**src/rtl/pwm_ctl_pkg.sv**
```systemverilog
// Package: register offsets of the control bank and the decode result type.
// Assumes byte offsets on the bus; the offsets are fixed by the software map.
package pwm_ctl_pkg;
    localparam int OFF_ENA = 'h04;  // write-one-to-start
    localparam int OFF_DIS = 'h08;  // write-one-to-stop (deferred)
    localparam int OFF_STS = 'h0C;  // running bits, read only
    localparam int OFF_ISR = 'h1C;  // update-done flags, clear on read

    typedef struct packed {
        logic ena;
        logic dis;
        logic sts;
        logic isr;
        logic win;
    } hit_t;
endpackage

```
**src/rtl/pwm_ctl_decode.sv**
```systemverilog
// Address decoder: classifies a bus offset into one of the global registers
// or a per-channel window, and splits window offsets into channel index and
// local offset. Assumes CH_STRIDE is a power of two and CH_BASE is aligned to
// NUM_CH*CH_STRIDE.
module pwm_ctl_decode
    import pwm_ctl_pkg::*;
#(
    parameter int ADDR_W    = 10,
    parameter int NUM_CH    = 4,
    parameter int CH_BASE   = 'h200,
    parameter int CH_STRIDE = 'h20,
    parameter int IDX_W     = 2,
    parameter int OFF_W     = 5
) (
    input  logic [ADDR_W-1:0] addr,
    output hit_t              hit,
    output logic [IDX_W-1:0]  win_idx,
    output logic [OFF_W-1:0]  win_off
);
    localparam int WIN_END = CH_BASE + NUM_CH * CH_STRIDE;
    localparam int REL_W   = OFF_W + IDX_W;

    logic [REL_W-1:0] rel;

    // Compare the offset against each global register and the window range.
    always_comb begin
        rel     = addr[REL_W-1:0] - REL_W'(CH_BASE);
        hit.ena = (addr == ADDR_W'(OFF_ENA));
        hit.dis = (addr == ADDR_W'(OFF_DIS));
        hit.sts = (addr == ADDR_W'(OFF_STS));
        hit.isr = (addr == ADDR_W'(OFF_ISR));
        hit.win = (int'(addr) >= CH_BASE) && (int'(addr) < WIN_END);
        win_idx = rel[OFF_W +: IDX_W];
        win_off = rel[OFF_W-1:0];
    end
endmodule

```
**src/rtl/pwm_ctl_run.sv**
```systemverilog
// Run-state keeper: one running bit and one pending-stop bit per channel.
// A start sets the channel and cancels a pending stop; a stop on a running
// channel is held until that channel's period end; a stop completing at a
// period end takes precedence over a start in the same cycle.
module pwm_ctl_run #(
    parameter int NUM_CH = 4
) (
    input  logic              clk,
    input  logic              rst_n,
    input  logic [NUM_CH-1:0] start_req,
    input  logic [NUM_CH-1:0] stop_req,
    input  logic [NUM_CH-1:0] period_end,
    output logic [NUM_CH-1:0] run
);
    logic [NUM_CH-1:0] pend;

    for (genvar g = 0; g < NUM_CH; g++) begin : g_ch
        // Advance the run/pending-stop state of one channel.
        always_ff @(posedge clk) begin
            if (!rst_n) begin
                run[g]  <= 1'b0;
                pend[g] <= 1'b0;
            end else if (pend[g] && period_end[g]) begin
                run[g]  <= 1'b0;
                pend[g] <= 1'b0;
            end else if (start_req[g]) begin
                run[g]  <= 1'b1;
                pend[g] <= 1'b0;
            end else if (stop_req[g] && run[g]) begin
                pend[g] <= 1'b1;
            end
        end
    end
endmodule

```
**src/rtl/pwm_ctl_irq.sv**
```systemverilog
// Update-done flag word: latches event pulses per channel and clears on a
// read strobe, keeping any event that arrives in the clearing cycle.
module pwm_ctl_irq #(
    parameter int NUM_CH = 4
) (
    input  logic              clk,
    input  logic              rst_n,
    input  logic [NUM_CH-1:0] evt,
    input  logic              clr,
    output logic [NUM_CH-1:0] flags
);
    // Accumulate events; a clear drops only the previously latched ones.
    always_ff @(posedge clk) begin
        if (!rst_n) begin
            flags <= '0;
        end else begin
            flags <= (clr ? '0 : flags) | evt;
        end
    end
endmodule

```
**src/rtl/pwm_ctl_bank.sv**
```systemverilog
// Top of the PWM control bank: decodes the register bus, drives the
// start/stop state and the update-done flags, routes window accesses to the
// channel blocks and registers the read data. Assumes at most one bus access
// kind per register per cycle and single-cycle strobes from the master.
module pwm_ctl_bank
    import pwm_ctl_pkg::*;
#(
    parameter int NUM_CH    = 4,
    parameter int ADDR_W    = 10,
    parameter int DATA_W    = 32,
    parameter int CH_BASE   = 'h200,
    parameter int CH_STRIDE = 'h20,
    parameter int OFF_W     = $clog2(CH_STRIDE)
) (
    input  logic                     clk,
    input  logic                     rst_n,
    input  logic [ADDR_W-1:0]        bus_addr,
    input  logic [DATA_W-1:0]        bus_wdata,
    input  logic                     bus_wr,
    input  logic                     bus_rd,
    output logic [DATA_W-1:0]        bus_rdata,
    output logic [NUM_CH-1:0]        ch_run,
    input  logic [NUM_CH-1:0]        ch_period_end,
    input  logic [NUM_CH-1:0]        ch_update_done,
    output logic [NUM_CH-1:0]        ch_wr_en,
    output logic [NUM_CH-1:0]        ch_rd_en,
    output logic [OFF_W-1:0]         ch_reg_off,
    input  logic [NUM_CH*DATA_W-1:0] ch_rdata
);
    localparam int IDX_W = (NUM_CH > 1) ? $clog2(NUM_CH) : 1;

    hit_t              hit;
    logic [IDX_W-1:0]  win_idx;
    logic [NUM_CH-1:0] start_req;
    logic [NUM_CH-1:0] stop_req;
    logic [NUM_CH-1:0] flags;
    logic              unused_wdata_hi;

    assign unused_wdata_hi = ^bus_wdata[DATA_W-1:NUM_CH];

    pwm_ctl_decode #(
        .ADDR_W   (ADDR_W),
        .NUM_CH   (NUM_CH),
        .CH_BASE  (CH_BASE),
        .CH_STRIDE(CH_STRIDE),
        .IDX_W    (IDX_W),
        .OFF_W    (OFF_W)
    ) i_decode (
        .addr   (bus_addr),
        .hit    (hit),
        .win_idx(win_idx),
        .win_off(ch_reg_off)
    );

    // Qualify the written bit masks with the register they address.
    always_comb begin
        start_req = (bus_wr && hit.ena) ? bus_wdata[NUM_CH-1:0] : '0;
        stop_req  = (bus_wr && hit.dis) ? bus_wdata[NUM_CH-1:0] : '0;
    end

    pwm_ctl_run #(.NUM_CH(NUM_CH)) i_run (
        .clk       (clk),
        .rst_n     (rst_n),
        .start_req (start_req),
        .stop_req  (stop_req),
        .period_end(ch_period_end),
        .run       (ch_run)
    );

    pwm_ctl_irq #(.NUM_CH(NUM_CH)) i_irq (
        .clk  (clk),
        .rst_n(rst_n),
        .evt  (ch_update_done),
        .clr  (bus_rd && hit.isr),
        .flags(flags)
    );

    for (genvar g = 0; g < NUM_CH; g++) begin : g_strobe
        assign ch_wr_en[g] = bus_wr && hit.win && (win_idx == IDX_W'(g));
        assign ch_rd_en[g] = bus_rd && hit.win && (win_idx == IDX_W'(g));
    end

    // Register the read data for one cycle after each read strobe.
    always_ff @(posedge clk) begin
        if (!rst_n || !bus_rd) begin
            bus_rdata <= '0;
        end else if (hit.sts) begin
            bus_rdata <= DATA_W'(ch_run);
        end else if (hit.isr) begin
            bus_rdata <= DATA_W'(flags);
        end else if (hit.win) begin
            bus_rdata <= ch_rdata[int'(win_idx)*DATA_W +: DATA_W];
        end else begin
            bus_rdata <= '0;
        end
    end
endmodule

```
**config.mk**
```make
export PLATFORM = sky130hd
export DESIGN_NAME = pwm_ctl_bank
export DESIGN_NICKNAME = d
export VERILOG_FILES = /design/src/rtl/pwm_ctl_pkg.sv /design/src/rtl/pwm_ctl_decode.sv /design/src/rtl/pwm_ctl_run.sv /design/src/rtl/pwm_ctl_irq.sv /design/src/rtl/pwm_ctl_bank.sv
export SDC_FILE = /design/constraint.sdc
export NUM_CORES = 1
export LEC_CHECK = 0
export ABC_AREA = 1
export BUFFER_PORTS_ARGS = -buffer_cell sky130_fd_sc_hd__buf_4
export CORE_MARGIN = 10
export CORE_UTILIZATION = 38
export CTS_BUF_LIST = sky130_fd_sc_hd__clkbuf_4
export DETAILED_ROUTE_END_ITERATION = 8
export GPL_TIMING_DRIVEN = 0
export PLACE_DENSITY = 0.88
export SETUP_SLACK_MARGIN = 0.02
export SYNTH_ARGS = -nofsm -noshare
export SYNTH_HDL_FRONTEND = slang
export SYNTH_SLANG_ARGS = --single-unit
```
**constraint.sdc**
```tcl
create_clock -name clk -period 1.1 [get_ports clk]
set_input_delay 0.11 -clock clk [delete_from_list [all_inputs] [get_ports clk]]
set_output_delay 0.11 -clock clk [all_outputs]
set_load 0.1 [all_outputs]
```
==> results of run 1 <==
-- repair_timing --
item / in CTS / in global routing
endpoints found under the hold margin: 29 / 0
setup buffers: 2 / 5
setup endpoints to repair: 44 / 38
hold buffers: 51 / 0
gates resized for setup: 96 / 64
pin swaps: 7 / 4
-- layout by cell type (no fill, tap or decap), types with 5 or more instances in the layout --
cell type      count
a21oi_1           12
a22oi_1           18
a22oi_2           10
a31oi_1           27
buf_12            42
buf_4            170
buf_6             11
clkbuf_4           5
dfxtp_1           16
dfxtp_2           24
dlygate4sd3_1     51
inv_1             27
nand2_1          122
nand3_1           17
nor2_1             5
nor2_4            12
-- metrics by stage --
stage	total power [W]	instance area, um^2
after floorplan	0.00219	2550
after global placement	0.00274	4150
final	0.00413	5360
after global routing	0.00425	5360
after detailed placement	0.00276	4150
after CTS	0.00404	5110
-- where the power goes --
part | total [W] | internal [W] | switching (W)
Sequential | 0.00162 | 0.00161 | 0.0000156
Clock | 0.00112 | 0.000487 | 0.000637
Combinational | 0.00138 | 0.000711 | 0.000673
-- worst register-to-register path, stage by stage (launching register included) --
cell and delay, ns:
dfxtp_4 0.40, nand2_1 0.06, nand3b_1 0.17, a21oi_1 0.18
-- final cells by class --
class                   count  area (um^2)
diodes                      1         2.50
plain buffers              19          189
clock buffers               5         37.5
clock inverters             3         46.3
fillers                   338          951
inverters                  32          123
multi-input cells         240         1340
flip-flops and latches     44          926
well taps                  77         96.3
repair buffers            259         2600
-- per-layer routing --
layer	global-route usage, %	up-vias
met2	48.9	297
met3	8.30	65
li1	-	1645
met4	11.2	0
met5	0	-
met1	27.3	1700
-- flip-flops by register name (all words and copies together), names as in the netlist --
signal       count
bus_rdata       32
i_irq.flags      4
i_run.run        4
i_run.pend       4
-- logic make-up after synthesis --
family	after synthesis	synth area share, %
flip-flops	44	35.7
AND/OR/NAND/NOR	168	29.7
buffers and inverters	53	13.0
AO/OA/AOI/OAI	72	21.6
-- worst min path at each step --
stage	from	end	slack (ns)	depth (start not counted)
2_1_floorplan	ch_update_done[0]	i_irq.flags[0]	0.24	2
3_3_place_gp	ch_update_done[0]	i_irq.flags[0]	0.37	3
3_5_place_dp	ch_update_done[1]	i_irq.flags[1]	0.37	3
4_1_cts	ch_rdata[121]	bus_rdata[25]	0.0003	3
5_1_grt	ch_rdata[110]	bus_rdata[14]	0.003	3
6_report	ch_rdata[110]	bus_rdata[14]	0.002	3
==> flow_metrics.tcl, run 1 <==
set metrics [dict create \
    row_count 29 \
    reg2reg_depth 3 \
    p_per_area_nw_per_um2 770 \
    p_leak_nw 2.47 \
    vias_per_cell 5.45 \
    slowest_stage "nor3b_4" \
    arrival_ns 1.01 \
    drv_cap 0 \
    antenna_found_initial 1 \
    wl_per_cell_um 22.7 \
    clock_latency_ns 0.37 \
    dp_hpwl_um 9240 \
    crit_buf_inv 2 \
    peakVddDrop_uv 637 \
    dr_total_vias 3707 \
    fmax_mhz 897 \
    syn-num-nets 519 \
    stdcell_count 680 \
    setup_ws_ns -0.0151 \
    synth_top_cells_by_count "124 x nand2_1, 44 x dfxtp_1, 29 x inv_1" \
    maxSlewHeadroom_pct 64.3 \
    yosysTopAreaCellShare_pct 35.7 \
    synth.most_common_cell "nand2_1" \
    clock-sinks 44 \
    cp_max_fo 4 \
    met1Wirelength_um 5020 \
    cts_made_buffers 5 \
    crit_path_end_kind "primary output" \
    path_class "in2out" \
    fin_skew_ns 0.00108 \
    ctsHtreeMaxLevel 2 \
    failed_checks "negative setup slack" \
    grt_max_degree 20 \
    clk_path_buf_depth 2 \
    place_ws_ns -0.342 \
    top_signal_layer_used "met4" \
    dp_cells 615 \
    ios 231 \
    yosysTopAreaCell "dfxtp_1" \
    tns_ns -0.0472 \
    grt_pass1_wl_um 21400 \
    cts_tree "done" \
    wl_met2_um 7990 \
    async_flop_share_pct 0 \
    synthCells 337 \
    syn_avg_cell_area_um2 7.32 \
    clock-root-buffer "clkbuf_4" \
    die_width_um 101 \
    r2r_end "i_run.pend[1]" \
    wl_met3_um 1570 \
    drive_gt1_share_pct 49.5 \
    drc_errors 0 \
    drtAntennaViolNets 0 \
    cp-endpoint "ch_rd_en[1]" \
    globalplace.congestion 0.802 \
    dieArea_um2 10100 \
    rrSetupSlack_ns 0.23 \
    rsz0062_at_grt "true" \
    final-max-slew-violation-count 0 \
    r2r_start "i_run.run[1]" \
    status "finished with violations" \
    grt.total_usage_pct 26.7 \
    die_h_um 101 \
    drt_iter0_markers 272 \
    io_buffers 201 \
    cp-start-kind "primary input" \
    synth_cell_types 24 \
    synth_edf_count 0 \
    dr.pass1.iters 5 \
    critPathMaxStageDelay_ns 0.31 \
    overflow 0 \
    worstPathRequired_ns 0.99 \
    wl_um 15400 \
    ys_seq_area_share_pct 35.7 \
    synth_ff_type "dfxtp_1" \
    path_clk_slew_ns 0.15 \
    ys_top_cells_by_area "dfxtp_1 36%, nand2_1 19%, a31oi_1 6.8%, a22oi_1 5.5%, a22oi_2 5.1%" \
    grt_pass1_vias 3877 \
    area_growth_pct 117 \
    finalSetupViolCount 5 \
    core_um2 6310 \
    synth_warnings 0 \
    synth.cell_area_um2 2470 \
    worstMarginPinSlew_ns 0.532 \
    min_path_type "in2reg" \
    whs_ns 0.00188 \
    hold_violations 0 \
    critical_path.cell_chain "buf_8, nor3b_4, nand2_4, nor2_4, buf_12" \
    initial_core_util_pct 39.1 \
    post-route-period-util_pct 101 \
    utilization_pct 84.9 \
    crit_start "bus_addr[7]" \
    final.min_clock_period_ns 1.12 \
    crit_family "simple AND/OR/NAND/NOR gates" \
    worst-path-stages 5 \
    nets 783 \
    synth_seq_cells 44 \
]
(Power assumes the default switching activity.)
==> inputs of run 2 (changes only) <==
--- a/config.mk
+++ b/config.mk
@@ -7,12 +7,12 @@
 export LEC_CHECK = 0
 export ABC_AREA = 1
 export BUFFER_PORTS_ARGS = -buffer_cell sky130_fd_sc_hd__buf_4
-export CORE_MARGIN = 10
-export CORE_UTILIZATION = 38
+export CORE_MARGIN = 8
+export CORE_UTILIZATION = 34
 export CTS_BUF_LIST = sky130_fd_sc_hd__clkbuf_4
 export DETAILED_ROUTE_END_ITERATION = 8
 export GPL_TIMING_DRIVEN = 0
-export PLACE_DENSITY = 0.88
+export PLACE_DENSITY = 0.83
 export SETUP_SLACK_MARGIN = 0.02
 export SYNTH_ARGS = -nofsm -noshare
 export SYNTH_HDL_FRONTEND = slang
==> constraint.sdc (replaced) <==
create_clock -name clk -period 0.9 [get_ports clk]
set_input_delay 0.09 -clock clk [delete_from_list [all_inputs] [get_ports clk]]
set_output_delay 0.09 -clock clk [all_outputs]
set_load 0.1 [all_outputs]
==> run 2 against run 1 <==
The flow still finishes with violations (negative setup slack). Worst setup slack worse by 0.22 ns. Clock-buffer cell count is the same. Die area increased by 1.2%. Register-to-register slack worse by 0.25 ns. Sequential power is 23% higher. Clock skew increased by 0.00064 ns. Hold slack improved by 0.0097 ns. Clock power increased by 16%. Routed wire length is 5.9% higher.
==> flow_metrics.tcl, run 2 (same netlist as run 1, synthesis figures left out) <==
set metrics [dict create \
    drv_cap 0 \
    utilization_pct 84.7 \
    switching_share_pct 32.3 \
    area_growth_pct 145 \
    cp-start-kind "primary input" \
    ios 231 \
    seq_area_um2 936 \
    power_switching_w 0.00167 \
    p_clk_share_pct 25.2 \
    p_leak_nw 2.61 \
    final-max-slew-violation-count 0 \
    clock_latency_ns 0.37 \
    failed_checks "negative setup slack" \
    initial_core_util_pct 34.6 \
    critPathMaxStageDelay_ns 0.26 \
    dr_total_vias 3766 \
    post-route-period-util_pct 126 \
    grt.total_usage_pct 28.7 \
    status "finished with violations" \
    total_power_w 0.00518 \
    drive_gt1_share_pct 55.8 \
    power_frac_comb_pct 36.4 \
    crit_path_end_kind "flip-flop" \
    peakVddDrop_uv 816 \
    crit_buf_inv 6 \
    drc_errors 0 \
    overflow 0 \
    die_h_um 101 \
    arrival_ns 1.38 \
    critical_path.cell_chain "buf_8, nor3b_4, buf_6, buf_4, buf_4, buf_6, nand2_8, buf_8, a31oi_4" \
    rsz0062_at_grt "true" \
    clk_path_buf_depth 2 \
    core_um2 7140 \
    fin_skew_ns 0.00173 \
    final.min_clock_period_ns 1.13 \
    drt_iter0_markers 157 \
    internal_power_w 0.00350 \
    dp_hpwl_um 8820 \
    cts_tree "done" \
    hold_violations 0 \
    p_per_area_nw_per_um2 856 \
    dp_cells 637 \
    clock-sinks 44 \
    grt_pass1_wl_um 22500 \
    vias_per_cell 5.20 \
    path_class "in2reg" \
    die_width_um 101 \
    dr.pass1.iters 5 \
    wl_per_cell_um 22.6 \
    crit_family "buffers and inverters" \
    min_path_type "in2reg" \
    seqPwrFrac_pct 38.4 \
    nets 806 \
    antenna_found_initial 1 \
    top_register "bus_rdata" \
    final_cell_mix "171 x buf_4, 118 x nand2_1, 63 x dlygate4sd3_1" \
    multi_input_area_um2 1660 \
    drtAntennaViolNets 0 \
    largest_register_ffs 32 \
    setup_ws_ns -0.234 \
    dieArea_um2 10200 \
    final_common_cell "buf_4" \
    cp_max_fo 7 \
    globalplace.congestion 0.806 \
    ctsHtreeMaxLevel 2 \
    clock-root-buffer "clkbuf_4" \
    worstMarginPinSlew_ns 0.468 \
    row_count 31 \
    grt_pass1_vias 4027 \
    grt_max_degree 19 \
    maxSlewHeadroom_pct 68.5 \
    path_clk_slew_ns 0.15 \
    fmax_mhz 882 \
    n_fill_cell 384 \
    stdcell_count 724 \
    tns_ns -6.71 \
    io_buffers 201 \
    diodes 0 \
    wl_um 16300 \
    cts_made_buffers 5 \
    slowest_stage "a31oi_4" \
    finalSetupViolCount 72 \
    worstPathRequired_ns 1.15 \
]
[run 2: changes by cell type in the layout (fill, tap and decap cells not counted), sizes merged]
cell | previous run | this run
dlygate4sd3 | 51 | 63
buf | 227 | 238
clkinv | 0 | 2
clkinvlp | 1 | 0
diode | 1 | 0
inv | 33 | 32
[run 2: worst paths after layout]
path	start	end	slack, ns	cells past startpoint
worst min register to register	i_run.pend[0]	i_run.pend[0]	0.47	2
worst max-delay path	bus_addr[7]	bus_rdata[23]	-0.23	9
worst max register to register	i_run.run[0]	bus_rdata[0]	-0.02	7
worst min-delay path	bus_wdata[0]	i_run.run[0]	0.01	3
[run 2: repair_timing]
action	in CTS	in global routing
hold buffers	62	1
pin swaps	10	3
endpoints found under the setup margin	64	65
endpoints found under the hold margin	35	1
resized for setup	162	34
cloned	2	0
buffers inserted	12	3
[run 2: power groups by stage]
stage          sequential, W  clock (W)  combinational (W)
2_1_floorplan        0.00212          0           0.000555
3_3_place_gp         0.00202          0            0.00133
3_5_place_dp         0.00202          0            0.00135
4_1_cts              0.00198    0.00130            0.00171
5_1_grt              0.00199    0.00141            0.00197
6_report             0.00199    0.00130            0.00189
[run 2: cell type report]
class	instances	area share, %
repair buffers	281	47.9
multi-input cells	240	27.4
flip-flops and latches	44	15.5
plain buffers	20	3.70
inverters	32	2.15
well taps	99	2.05
clock inverters	3	0.703
clock buffers	5	0.621
[run 2: metal layers]
metal	GRT usage [%]	up-vias	routed length [um]
met4	12.3	2	652
met3	10.9	67	1740
li1	-	1687	-
met2	52.9	225	8410
met1	27.8	1785	5530
met5	0	-	10
[run 2: metrics by stage]
| step | setup slack (ns) | hold WS, ns | cell area (um^2) |
|---|---|---|---|
| floorplan | -0.358 | 0.224 | 2620 |
| global placement | -0.463 | 0.344 | 4260 |
| detailed placement | -0.470 | 0.347 | 4260 |
| CTS | -0.148 | 0.000178 | 5770 |
| global route | -0.253 | 0.00936 | 6050 |
| finish | -0.234 | 0.0116 | 6050 |
[run 2: worst min-delay path: cells and delay by family]
| family | cells | cell delay, ns |
|---|---|---|
| simple gates | 1 | 0.09 |
| compound gates | 1 | 0.06 |
| buf+inv | 1 | 0.12 |
==> inputs of run 3 (changes only) <==
--- a/config.mk
+++ b/config.mk
@@ -10,10 +10,13 @@
 export CORE_MARGIN = 8
 export CORE_UTILIZATION = 34
 export CTS_BUF_LIST = sky130_fd_sc_hd__clkbuf_4
+export CTS_CLUSTER_DIAMETER = 40
 export DETAILED_ROUTE_END_ITERATION = 8
 export GPL_TIMING_DRIVEN = 0
 export PLACE_DENSITY = 0.83
+export RECOVER_POWER = 50
 export SETUP_SLACK_MARGIN = 0.02
+export SKIP_CTS_REPAIR_TIMING = 1
 export SYNTH_ARGS = -nofsm -noshare
 export SYNTH_HDL_FRONTEND = slang
 export SYNTH_SLANG_ARGS = --single-unit
==> run 3 against run 2 <==
The run ends with negative hold slack, negative setup slack left. Global-route usage down 9.6 points. Sequential share of layout area is 1.3 points higher. Clock skew grew 0.00089 ns. Combinational power down 10%. Non-clock buffer count down 10. Clock-buffer cell count stayed put. Fmax increased by 4.2%. Final area down 7.8%. Power down 3.9%. Critical endpoint is now ch_rd_en[2]. Highest routed layer is now met4.
==> flow_metrics.tcl, run 3 (same netlist as run 1, synthesis figures left out) <==
set metrics [dict create \
    worstMarginPinSlew_ns 0.543 \
    rsz0062_at_grt "true" \
    vias_per_cell 4.99 \
    ios 231 \
    cts_made_buffers 5 \
    failed_checks "negative hold slack, negative setup slack" \
    n_fill_cell 458 \
    crit_path_end_kind "primary output" \
    dp_cells 637 \
    finalSetupViolCount 46 \
    maxSlewHeadroom_pct 64.0 \
    drc_errors 0 \
    drv_cap 0 \
    peakVddDrop_uv 785 \
    dr.pass1.iters 5 \
    clock-sinks 44 \
    setup_ws_ns -0.188 \
    status "finished with violations" \
    wl_um 13600 \
    die_h_um 101 \
    multi_input_area_um2 1360 \
    clk_path_buf_depth 2 \
    cp-start-kind "primary input" \
    seq_area_um2 936 \
    post-route-period-util_pct 121 \
    final_cell_mix "169 x buf_4, 122 x nand2_1, 55 x dlygate4sd3_1" \
    slowest_stage "buf_12" \
    drive_gt1_share_pct 51.5 \
    row_count 31 \
    initial_core_util_pct 34.6 \
    die_width_um 101 \
    clock_latency_ns 0.37 \
    arrival_ns 1.00 \
    dr_total_vias 3568 \
    worstPathRequired_ns 0.81 \
    fin_skew_ns 0.00262 \
    p_leak_nw 2.55 \
    io_buffers 201 \
    critical_path.cell_chain "buf_8, buf_8, nor2_4, buf_6, buf_8, inv_8, nor2_4, buf_12" \
    hold_violations 4 \
    top_register "bus_rdata" \
    globalplace.congestion 0.806 \
    grt_max_degree 15 \
    grt_pass1_wl_um 15300 \
    fmax_mhz 919 \
    grt.total_usage_pct 19.0 \
    tns_ns -4.74 \
    cp_max_fo 8 \
    core_um2 7140 \
    dp_hpwl_um 8820 \
    drtAntennaViolNets 0 \
    p_per_area_nw_per_um2 891 \
    ctsHtreeMaxLevel 2 \
    final_common_cell "buf_4" \
    path_class "in2out" \
    crit_buf_inv 6 \
    min_path_type "in2reg" \
    final-max-slew-violation-count 0 \
    path_clk_slew_ns 0.14 \
    nets 796 \
    wl_per_cell_um 19.0 \
    largest_register_ffs 32 \
    clock-root-buffer "clkbuf_4" \
    final.min_clock_period_ns 1.09 \
    critPathMaxStageDelay_ns 0.18 \
    cts_tree "done" \
    crit_family "buffers and inverters" \
    whs_ns -0.0121 \
    grt_pass1_vias 3128 \
    critPathMostFrequentCell "buf_8" \
    dieArea_um2 10200 \
    stdcell_count 715 \
    antenna_found_initial 0 \
    area_growth_pct 126 \
    drt_iter0_markers 187 \
    overflow 0 \
]
[run 3: cell types whose count changed in the layout (fill, tap and decap cells not counted), moves of 4 or more]
cell           change
nand2_1            +4
a31oi_4           -16
dlygate4sd3_1      -8
a31oi_1           +16
nand2_2            -4
[run 3: final cells by class]
type / instances / share of cell area [%]
Antenna cell: 1 / 0.0449
Buffer: 20 / 3.79
Clock buffer: 5 / 0.673
Clock inverter: 3 / 0.763
Inverter: 32 / 2.33
Multi-Input combinational cell: 240 / 24.3
Sequential cell: 44 / 16.8
Tap cell: 99 / 2.22
Timing Repair Buffer: 271 / 49.1
[run 3: per-layer routing]
| metal | global-route usage [%] | wire [um] | vias to the layer above |
|---|---|---|---|
| li1 | - | - | 1668 |
| met1 | 20.2 | 4790 | 1632 |
| met2 | 35.4 | 6870 | 217 |
| met3 | 7.01 | 1400 | 51 |
| met4 | 2.86 | 552 | 0 |
| met5 | 0 | 0 | - |
[run 3: stage by stage]
step | area [um^2] | power (W) | util [%] | hold WS (ns) | setup slack [ns]
2_1_floorplan | 2620 | 0.00268 | - | 0.224 | -0.358
3_3_place_gp | 4260 | 0.00335 | 59.6 | 0.344 | -0.463
3_5_place_dp | 4260 | 0.00337 | 59.6 | 0.347 | -0.470
4_1_cts | 4340 | 0.00463 | 60.8 | -0.0601 | -0.477
5_1_grt | 5570 | 0.00518 | 78.1 | -0.0205 | -0.246
6_report | 5580 | 0.00497 | 78.1 | -0.0121 | -0.188
[run 3: tightest hold or removal path, cell delays in order]
cell,delay (ns)
buf_4,0.11
nand2_1,0.05
a31oi_1,0.08
[run 3: power by group]
part	switching [W]	internal, W	leakage (nW)
Sequential	0.0000201	0.00196	0.376
Combinational	0.000790	0.000909	2.13
Clock	0.000706	0.000581	0.0428
Total	0.00152	0.00345	2.55
[run 3: path summary, 6_finish.rpt]
path / startpoint / end / slack [ns] / depth (start not counted)
worst max register to register: i_run.run[1] / i_run.pend[1] / -0.02 / 4
worst max-delay path: bus_addr[5] / ch_rd_en[2] / -0.19 / 8
worst min-delay path: ch_rdata[91] / bus_rdata[27] / -0.01 / 3
worst min register to register: i_run.pend[3] / i_run.pend[3] / 0.46 / 2
